### config.mk
export PLATFORM = sky130hd
export DESIGN_NAME = fbsel_top
export DESIGN_NICKNAME = d
export VERILOG_FILES = /design/src/rtl/fbsel_pkg.sv /design/src/rtl/fbsel_ctrl.sv /design/src/rtl/fbsel_dp.sv /design/src/rtl/fbsel_top.sv
export SDC_FILE = /design/constraint.sdc
export NUM_CORES = 1
export LEC_CHECK = 0
export ABC_AREA = 1
export BUFFER_PORTS_ARGS = -buffer_cell sky130_fd_sc_hd__buf_2
export CAP_MARGIN = 20
export CORE_MARGIN = 4
export CORE_UTILIZATION = 29
export DETAILED_ROUTE_END_ITERATION = 8
export GPL_TIMING_DRIVEN = 0
export PLACE_DENSITY = 0.89
export SYNTH_ARGS = -nofsm -noshare
export SYNTH_HDL_FRONTEND = slang
export SYNTH_HIERARCHICAL = 1
export SYNTH_SLANG_ARGS = --single-unit
### constraint.sdc
create_clock -name clk -period 1.65 [get_ports clk]
set_input_delay 0.165 -clock clk [delete_from_list [all_inputs] [get_ports clk]]
set_output_delay 0.165 -clock clk [all_outputs]
set_load 0.03 [all_outputs]
### src/rtl/fbsel_pkg.sv
package fbsel_pkg;
  typedef struct packed {
    logic fsNow;    // frame-select write applied this edge
    logic fsDefer;  // frame-select write parked until blank
    logic vblRise;  // first cycle of vertical blank
    logic ctrlWr;   // control register write
  } fbStrobe_t;
endpackage

### src/rtl/fbsel_ctrl.sv
module fbsel_ctrl
  import fbsel_pkg::*;
#(
  parameter int REG_ADDR_W = 4,
  parameter int MODE_W = 2,
  parameter logic [REG_ADDR_W-1:0] CTRL_OFS = 4'h0,
  parameter logic [REG_ADDR_W-1:0] FS_OFS = 4'hA
) (
  input  logic                  clk,
  input  logic                  rstN,
  input  logic                  regWrEn,
  input  logic [REG_ADDR_W-1:0] regAddr,
  input  logic                  vblank,
  input  logic [MODE_W-1:0]     modeBits,
  output fbStrobe_t             strobe
);
  logic vblankQ;
  logic fsWr;
  logic displayIdle;

  always_ff @(posedge clk) begin
    if (!rstN) vblankQ <= 1'b0;
    else       vblankQ <= vblank;
  end

  always_comb begin
    fsWr           = regWrEn && (regAddr == FS_OFS);
    displayIdle    = vblank || (modeBits == '0);
    strobe.fsNow   = fsWr && displayIdle;
    strobe.fsDefer = fsWr && !displayIdle;
    strobe.vblRise = vblank && !vblankQ;
    strobe.ctrlWr  = regWrEn && (regAddr == CTRL_OFS);
  end

  AST_RISE_SINGLE: assert property (@(posedge clk) disable iff (!rstN)
    strobe.vblRise |=> !strobe.vblRise);
endmodule

### src/rtl/fbsel_dp.sv
module fbsel_dp
  import fbsel_pkg::*;
#(
  parameter int DATA_W = 16,
  parameter int REG_ADDR_W = 4,
  parameter int BUS_ADDR_W = 32,
  parameter int FB_ADDR_W = 17,
  parameter int MODE_W = 2,
  parameter int CTRL_W = 8,
  parameter int PRI_BIT = 7,
  parameter int PAL_STAT_BIT = 13,
  parameter int VBLK_BIT = 15,
  parameter int FS_BIT = 0,
  parameter logic [REG_ADDR_W-1:0] CTRL_OFS = 4'h0,
  parameter logic [REG_ADDR_W-1:0] FS_OFS = 4'hA
) (
  input  logic                  clk,
  input  logic                  rstN,
  input  fbStrobe_t             strobe,
  input  logic [REG_ADDR_W-1:0] regAddr,
  input  logic [DATA_W-1:0]     regWrData,
  output logic [DATA_W-1:0]     regRdData,
  input  logic                  vblank,
  input  logic                  palStatus,
  input  logic                  hostWrEn,
  input  logic [BUS_ADDR_W-1:0] hostWrAddr,
  input  logic                  cpuWrEn,
  input  logic [BUS_ADDR_W-1:0] cpuWrAddr,
  output logic [MODE_W-1:0]     modeBits,
  output logic                  dispBuf,
  output logic [1:0]            hostFbWe,
  output logic [FB_ADDR_W-1:0]  hostFbAddr,
  output logic [1:0]            cpuFbWe,
  output logic [FB_ADDR_W-1:0]  cpuFbAddr,
  output logic                  palDirty
);
  localparam int NUM_BUF = 2;

  logic [CTRL_W-1:0] ctrlLow;
  logic              fsCur;
  logic              fsPend;
  logic              pendVal;
  logic              palDirtyQ;

  always_ff @(posedge clk) begin
    if (!rstN) begin
      ctrlLow   <= '0;
      fsCur     <= 1'b0;
      fsPend    <= 1'b0;
      pendVal   <= 1'b0;
      palDirtyQ <= 1'b0;
    end else begin
      palDirtyQ <= strobe.ctrlWr && (regWrData[PRI_BIT] != ctrlLow[PRI_BIT]);
      if (strobe.ctrlWr) ctrlLow <= regWrData[CTRL_W-1:0];
      if (strobe.fsNow) begin
        fsCur  <= regWrData[FS_BIT];
        fsPend <= 1'b0;
      end else if (strobe.fsDefer) begin
        fsPend  <= 1'b1;
        pendVal <= regWrData[FS_BIT];
      end else if (strobe.vblRise && fsPend) begin
        fsCur  <= pendVal;
        fsPend <= 1'b0;
      end
    end
  end

  always_comb begin
    regRdData = '0;
    if (regAddr == CTRL_OFS) begin
      regRdData[CTRL_W-1:0]   = ctrlLow;
      regRdData[PAL_STAT_BIT] = palStatus;
    end else if (regAddr == FS_OFS) begin
      regRdData[FS_BIT]   = fsCur;
      regRdData[VBLK_BIT] = vblank;
    end
  end

  assign modeBits   = ctrlLow[MODE_W-1:0];
  assign dispBuf    = fsCur;
  assign palDirty   = palDirtyQ;
  assign hostFbAddr = hostWrAddr[FB_ADDR_W-1:0];
  assign cpuFbAddr  = cpuWrAddr[FB_ADDR_W-1:0];

  for (genvar b = 0; b < NUM_BUF; b++) begin : g_steer
    localparam logic BIDX = 1'(b);
    assign hostFbWe[b] = hostWrEn && (fsCur != BIDX);
    assign cpuFbWe[b]  = cpuWrEn && (fsCur != BIDX);
  end

  AST_IMM_APPLY: assert property (@(posedge clk) disable iff (!rstN)
    strobe.fsNow |=> (fsCur == $past(regWrData[FS_BIT])) && !fsPend);
  AST_DEFER_SET: assert property (@(posedge clk) disable iff (!rstN)
    strobe.fsDefer |=> fsPend);
  AST_DEFER_HOLD: assert property (@(posedge clk) disable iff (!rstN)
    (!strobe.fsNow && !(strobe.vblRise && fsPend)) |=> $stable(fsCur));
  AST_PEND_APPLY: assert property (@(posedge clk) disable iff (!rstN)
    (strobe.vblRise && fsPend && !strobe.fsNow) |=> (fsCur == $past(pendVal)) && !fsPend);
  AST_HIDDEN_HOST: assert property (@(posedge clk) disable iff (!rstN)
    hostWrEn |-> $onehot(hostFbWe) && !hostFbWe[fsCur]);
  AST_HIDDEN_CPU: assert property (@(posedge clk) disable iff (!rstN)
    cpuWrEn |-> $onehot(cpuFbWe) && !cpuFbWe[fsCur]);
  AST_PAL_PULSE: assert property (@(posedge clk) disable iff (!rstN)
    palDirtyQ |-> $past(strobe.ctrlWr));
endmodule

### src/rtl/fbsel_top.sv
module fbsel_top
  import fbsel_pkg::*;
#(
  parameter int DATA_W = 16,
  parameter int REG_ADDR_W = 4,
  parameter int BUS_ADDR_W = 32,
  parameter int FB_ADDR_W = 17,
  parameter int MODE_W = 2
) (
  input  logic                  clk,
  input  logic                  rstN,
  input  logic [REG_ADDR_W-1:0] regAddr,
  input  logic                  regWrEn,
  input  logic [DATA_W-1:0]     regWrData,
  output logic [DATA_W-1:0]     regRdData,
  input  logic                  vblank,
  input  logic                  palStatus,
  input  logic                  hostWrEn,
  input  logic [BUS_ADDR_W-1:0] hostWrAddr,
  input  logic                  cpuWrEn,
  input  logic [BUS_ADDR_W-1:0] cpuWrAddr,
  output logic                  dispBuf,
  output logic [1:0]            hostFbWe,
  output logic [FB_ADDR_W-1:0]  hostFbAddr,
  output logic [1:0]            cpuFbWe,
  output logic [FB_ADDR_W-1:0]  cpuFbAddr,
  output logic                  palDirty
);
  localparam logic [REG_ADDR_W-1:0] CTRL_OFS = REG_ADDR_W'(4'h0);
  localparam logic [REG_ADDR_W-1:0] FS_OFS   = REG_ADDR_W'(4'hA);

  fbStrobe_t         strobe;
  logic [MODE_W-1:0] modeBits;

  fbsel_ctrl #(
    .REG_ADDR_W(REG_ADDR_W), .MODE_W(MODE_W),
    .CTRL_OFS(CTRL_OFS), .FS_OFS(FS_OFS)
  ) uCtrl (
    .clk(clk), .rstN(rstN), .regWrEn(regWrEn), .regAddr(regAddr),
    .vblank(vblank), .modeBits(modeBits), .strobe(strobe)
  );

  fbsel_dp #(
    .DATA_W(DATA_W), .REG_ADDR_W(REG_ADDR_W), .BUS_ADDR_W(BUS_ADDR_W),
    .FB_ADDR_W(FB_ADDR_W), .MODE_W(MODE_W),
    .CTRL_OFS(CTRL_OFS), .FS_OFS(FS_OFS)
  ) uDp (
    .clk(clk), .rstN(rstN), .strobe(strobe), .regAddr(regAddr),
    .regWrData(regWrData), .regRdData(regRdData), .vblank(vblank),
    .palStatus(palStatus), .hostWrEn(hostWrEn), .hostWrAddr(hostWrAddr),
    .cpuWrEn(cpuWrEn), .cpuWrAddr(cpuWrAddr), .modeBits(modeBits),
    .dispBuf(dispBuf), .hostFbWe(hostFbWe), .hostFbAddr(hostFbAddr),
    .cpuFbWe(cpuFbWe), .cpuFbAddr(cpuFbAddr), .palDirty(palDirty)
  );
endmodule

**Word-level counts from Yosys, hierarchy flattened**

Cells that the tools add are included.

- Shifts and indexed selects: 0
- Reduce and logical (&&, ||, !) cells: 21
- Bitwise operators: 3
- Muxes and demuxes: 11
- Multiply operators: 0
- Add/sub/neg operators: 0
- Divide/modulo/power cells: 0
- $lt $le $gt $ge: 0
- Equal/unequal tests: 3

Operators with widths:

| kind | count |
|---|---|
| logical AND 1 bit | 11 |
| 2-to-1 mux 1 bit | 10 |
| 2-to-1 mux 7 bit | 1 |
| == test 4 bit (second input constant) | 1 |
| logical NOT 4 bit | 1 |
| AND reduction 2 bit | 2 |
| nonzero test 2 bit | 2 |
| inverter 1 bit | 3 |
| logical NOT 1 bit | 2 |
| logical NOT 2 bit | 1 |
| inequality test 2 x 1 -> 1 bit (second input constant) | 1 |
| OR reduction 2 bit | 1 |
| logical OR 1 bit | 1 |
| inequality test 1 bit | 1 |

- Output and inout port bits: 56
- Input bits: 91
- Flip-flop bits (word level): 13
- Memories: 0
- Memory bits (read-only): 0
- Memory bits (writable): 0
- Latch bits: 0
- Word-level logic and storage cells: 44

**Depth between registers and ports, before layout**

- Depth after elaboration: 6
- Depth in mapped cells: 9
- Mapped depth without buffers: 9

**Hierarchy**

Netlist, hierarchy kept.

Modules (own cells, without submodules):

| module | cells an instance | area an instance (um^2) | times used | sequential area each (um^2) |
|---|---|---|---|---|
| fbsel_dp | 127 | 900.9 | 1 | 240.2 |
| fbsel_ctrl | 17 | 87.6 | 1 | 20.0 |

**Least setup slack after synthesis**

No wires, ideal clock.

- Path type: register to output
- From: reg uDp.fsCur, in the netlist uDp/dispBuf
- To: out regRdData[0]
- Path slack: 0.361 ns
- Stages on the path, launching flop included: 3
- Arrival: 1.124 ns
- Path buffers: 0
- Data required time: 1.485 ns
- Cell sequence: dfxtp_1 -> inv_1 -> o21ai_1

- Cells in the longest elaborated chain, start to end: 2

RTL lines:

| what | RTL line | source |
|---|---|---|
| start, declared | fbsel_dp.sv:40 | `logic fsCur;` |
| start signal, assigned | fbsel_dp.sv:56 | `fsCur <= regWrData[FS_BIT];` |
| start signal, assigned | fbsel_dp.sv:62 | `fsCur <= pendVal;` |
| 2-to-1 mux 1 bit | fbsel_dp.sv:73 | `end else if (regAddr == FS_OFS) begin` |
| 2-to-1 mux 1 bit | fbsel_dp.sv:70 | `if (regAddr == CTRL_OFS) begin` |
| end, declared | fbsel_top.sv:15 | `output logic [DATA_W-1:0] regRdData,` |

Every way passes these cells.

==> results.md <==
* Global-route wire length before repair at 3.71 mm
* Antenna diodes at 0
* Worst Setup SP: uDp/ctrlLow[1]
* Vias in the first global route at 878
* Setup TNS at 0 ns
* Skew final at 0.00299 ns
* Post-detailed-route count of antenna-violating nets at 0
* Lkg Pwr at 0.846 nW
* CTS HTree Levels at 1
* RSZ-0062 raised after global routing: false
* Hold Buf Count CTS at 0
* Wire per inst at 9.44 µm
* Peak per-stage delay on the critical path at 0.33 ns
* Max Freq at 720 MHz
* Pin count of the biggest net entering global routing at 11
* Cells after Synth at 144
* Final Max Slew Viols at 0
* Kind of critical path: reg -> reg
* Port Buffers at 68
* Final Hold Vio Count at 0
* Post-Route Utilization at 45.3%
* Final worst path period share at 84.2%
* Max-Cap Viols at 0
* DRC violations left at 0
* Sequential area share after synthesis at 26.3%
* Clock Latency Late Sink at 0.27 ns
* Detailed Place HPWL at 2.22 mm
* Post-CTS Resized at 0
* CP Cell Sequence: buf_4 -> o21ai_1 -> inv_1 -> nor2_1 -> inv_2 -> nand2_1 -> nand2_1 -> a21oi_1 -> nor2_1
* Initial Utilization at 31.3%
* Die area at 4410 µm²
* Post-synthesis average cell area at 6.86 µm²
* DP Area at 1400 µm²
* Final cell count without fillers at 265
* Worst Path Required at 1.82 ns
* Die width at 66.4 µm
* Antenna violations before repair at 0
* Die height at 66.4 µm
* TritonCTS clock tree: yes
* Detailed-route vias per instance at 3.85
* Final instance area at 1430 µm²
* Mapped cell area at 988 µm²
* Congestion Overflow GR at 0
* Slowest cell on crit path: dfxtp_1
* Area delta synth->final at 44.6%
* Critical Path Source Type: flip-flop
* RePlAce Congestion at 0.683
* Via Count at 1020
* TritonCTS Sinks at 13
* Top Ports at 147
* CTS clk-pin slew, worst paths at 0.08 ns
* #FFs+latches synth at 13
* Critical path arrival at 1.56 ns
* Critical R2R Capture: uDp/dispBuf
* Crit end category: flip-flop
* Final #Nets at 313
* Clock Tree Buf Depth at 2
* VDD IR max at 0.000296 V
* PwrDens at 576 nW/µm²
* Final critical-path required period at 1.39 ns
* Drt total wl at 2.50 mm
* Reg2reg start: uDp/ctrlLow[1]
* CTS buffer count at 3
* Setup violators final at 0
* Core box area at 3150 µm²
* Root Driver: clkbuf_4
* Tot GR Track Use at 10.5%
* Outcome: finished clean
* Reg2Reg Depth at 9
* Overall Power at 0.823 mW
* Yosys warning total at 6
* Yosys cell types at 20
* Worst-path fanout max at 4
* DP Cell Count at 261
* Pre-antenna DRT Iters at 3
* Hold WC Path Type: in -> reg
* Rows at 20
* R2R setup slack at 0.26 ns
* Drt first-iter violations at 4
* Critical Path End: uDp/dispBuf
* Share of layout cells above drive strength 1 at 55.7%
* Post-CTS setup buffers at 0
[cell type report]
cell class,count,area (µm²)
Tap cell,44,55.1
Timing Repair Buffer,68,340
Multi-Input combinational cell,67,315
Sequential cell,13,260
Fill cell,353,1720
Clock buffer,4,26.3
Inverter,25,93.8
Buffer,44,338
[cells in the mapped netlist]
| cell | instances | area share [%] |
|---|---|---|
| a21oi_1 | 9 | 4.6 |
| a21oi_2 | 1 | 0.89 |
| and3_1 | 1 | 0.63 |
| buf_4 | 42 | 32 |
| buf_6 | 2 | 2.3 |
| conb_1 | 1 | 0.38 |
| dfxtp_1 | 13 | 26 |
| inv_1 | 23 | 8.7 |
| inv_2 | 2 | 0.76 |
| nand2_1 | 8 | 3.0 |
| nand2_2 | 1 | 0.63 |
| nand3_1 | 6 | 3.0 |
| nor2_1 | 19 | 7.2 |
| nor2_2 | 2 | 1.3 |
| nor3_1 | 1 | 0.51 |
| nor3_2 | 1 | 1.0 |
| o21ai_0 | 8 | 4.1 |
| o21ai_1 | 2 | 1.0 |
| o21ai_2 | 1 | 0.89 |
| xnor2_1 | 1 | 0.89 |
[stage by stage]
| stage | hold WS, ns | worst slack [ns] |
|---|---|---|
| 2_1_floorplan | 0.258 | 0.361 |
| 3_3_place_gp | 0.387 | 0.346 |
| 3_5_place_dp | 0.402 | 0.293 |
| 4_1_cts | 0.114 | 0.268 |
| 5_1_grt | 0.119 | 0.169 |
| 6_report | 0.119 | 0.261 |
[per-layer routing]
layer	track usage, %	routed length (µm)	vias up
met2	20.1	1270	57
met4	2.28	0	0
met3	2.04	312	0
met5	0	0	-
met1	11.8	923	421
li1	-	-	542
[registers in the layout, summed over array words and instances (netlist names)]
register and flops:
uCtrl/vblankQ 1, uDp/ctrlLow 8, uDp/dispBuf 1, uDp/fsPend 1
uDp/palDirty 1, uDp/pendVal 1
[worst max-delay path, delay by kind of cell, from the launching register on]
family / cells / cell delay (ns)
and+or+nand+nor: 4 / 0.39
AOI/OAI and AO/OA: 2 / 0.29
DFF: 1 / 0.33
buffers and inverters: 3 / 0.28
[how the worst min path moves through the flow]
stage               startpoint            end  slack [ns]  cells after the start
CTS                       rstN  uCtrl/vblankQ        0.11                      3
global route              rstN  uCtrl/vblankQ        0.12                      3
finish                    rstN  uCtrl/vblankQ        0.12                      3
detailed placement        rstN  uCtrl/vblankQ        0.40                      3
global placement        vblank  uCtrl/vblankQ        0.39                      3
floorplan               vblank  uCtrl/vblankQ        0.26                      2
[power by group]
part           internal (mW)  switching [mW]  leakage, nW
registers              0.320         0.00309        0.105
logic                  0.125           0.183        0.725
clock network         0.0935          0.0990       0.0150
total                  0.538           0.285        0.846
[logic make-up after synthesis]
kind of cell    share of synthesized area, %
compound gates                          11.4
xor+xnor                               0.886
buf+inv                                 43.7
flops                                   26.3
other cells                            0.379
simple gates                            17.3
[cell usage in the layout (no fill, tap or decap)]
| master | Yosys | final |
|---|---|---|
| nand2_1 | 8 | 8 |
| conb_1 | 1 | 6 |
| o21ai_0 | 8 | 8 |
| nor3_2 | 1 | 1 |
| inv_1 | 23 | 23 |
| clkbuf_1 | 0 | 1 |
| nor2_2 | 2 | 2 |
| buf_4 | 42 | 42 |
| a21oi_2 | 1 | 1 |
| o21ai_2 | 1 | 1 |
| xnor2_1 | 1 | 1 |
| buf_6 | 2 | 2 |
| clkbuf_4 | 0 | 3 |
| inv_2 | 2 | 2 |
| nor3_1 | 1 | 1 |
| dfxtp_1 | 13 | 13 |
| a21oi_1 | 9 | 9 |
| nor2_1 | 19 | 19 |
| o21ai_1 | 2 | 2 |
| and3_1 | 1 | 1 |
| nand2_2 | 1 | 1 |
| nand3_1 | 6 | 6 |
| buf_2 | 0 | 68 |
(Power assumes the default switching activity.)
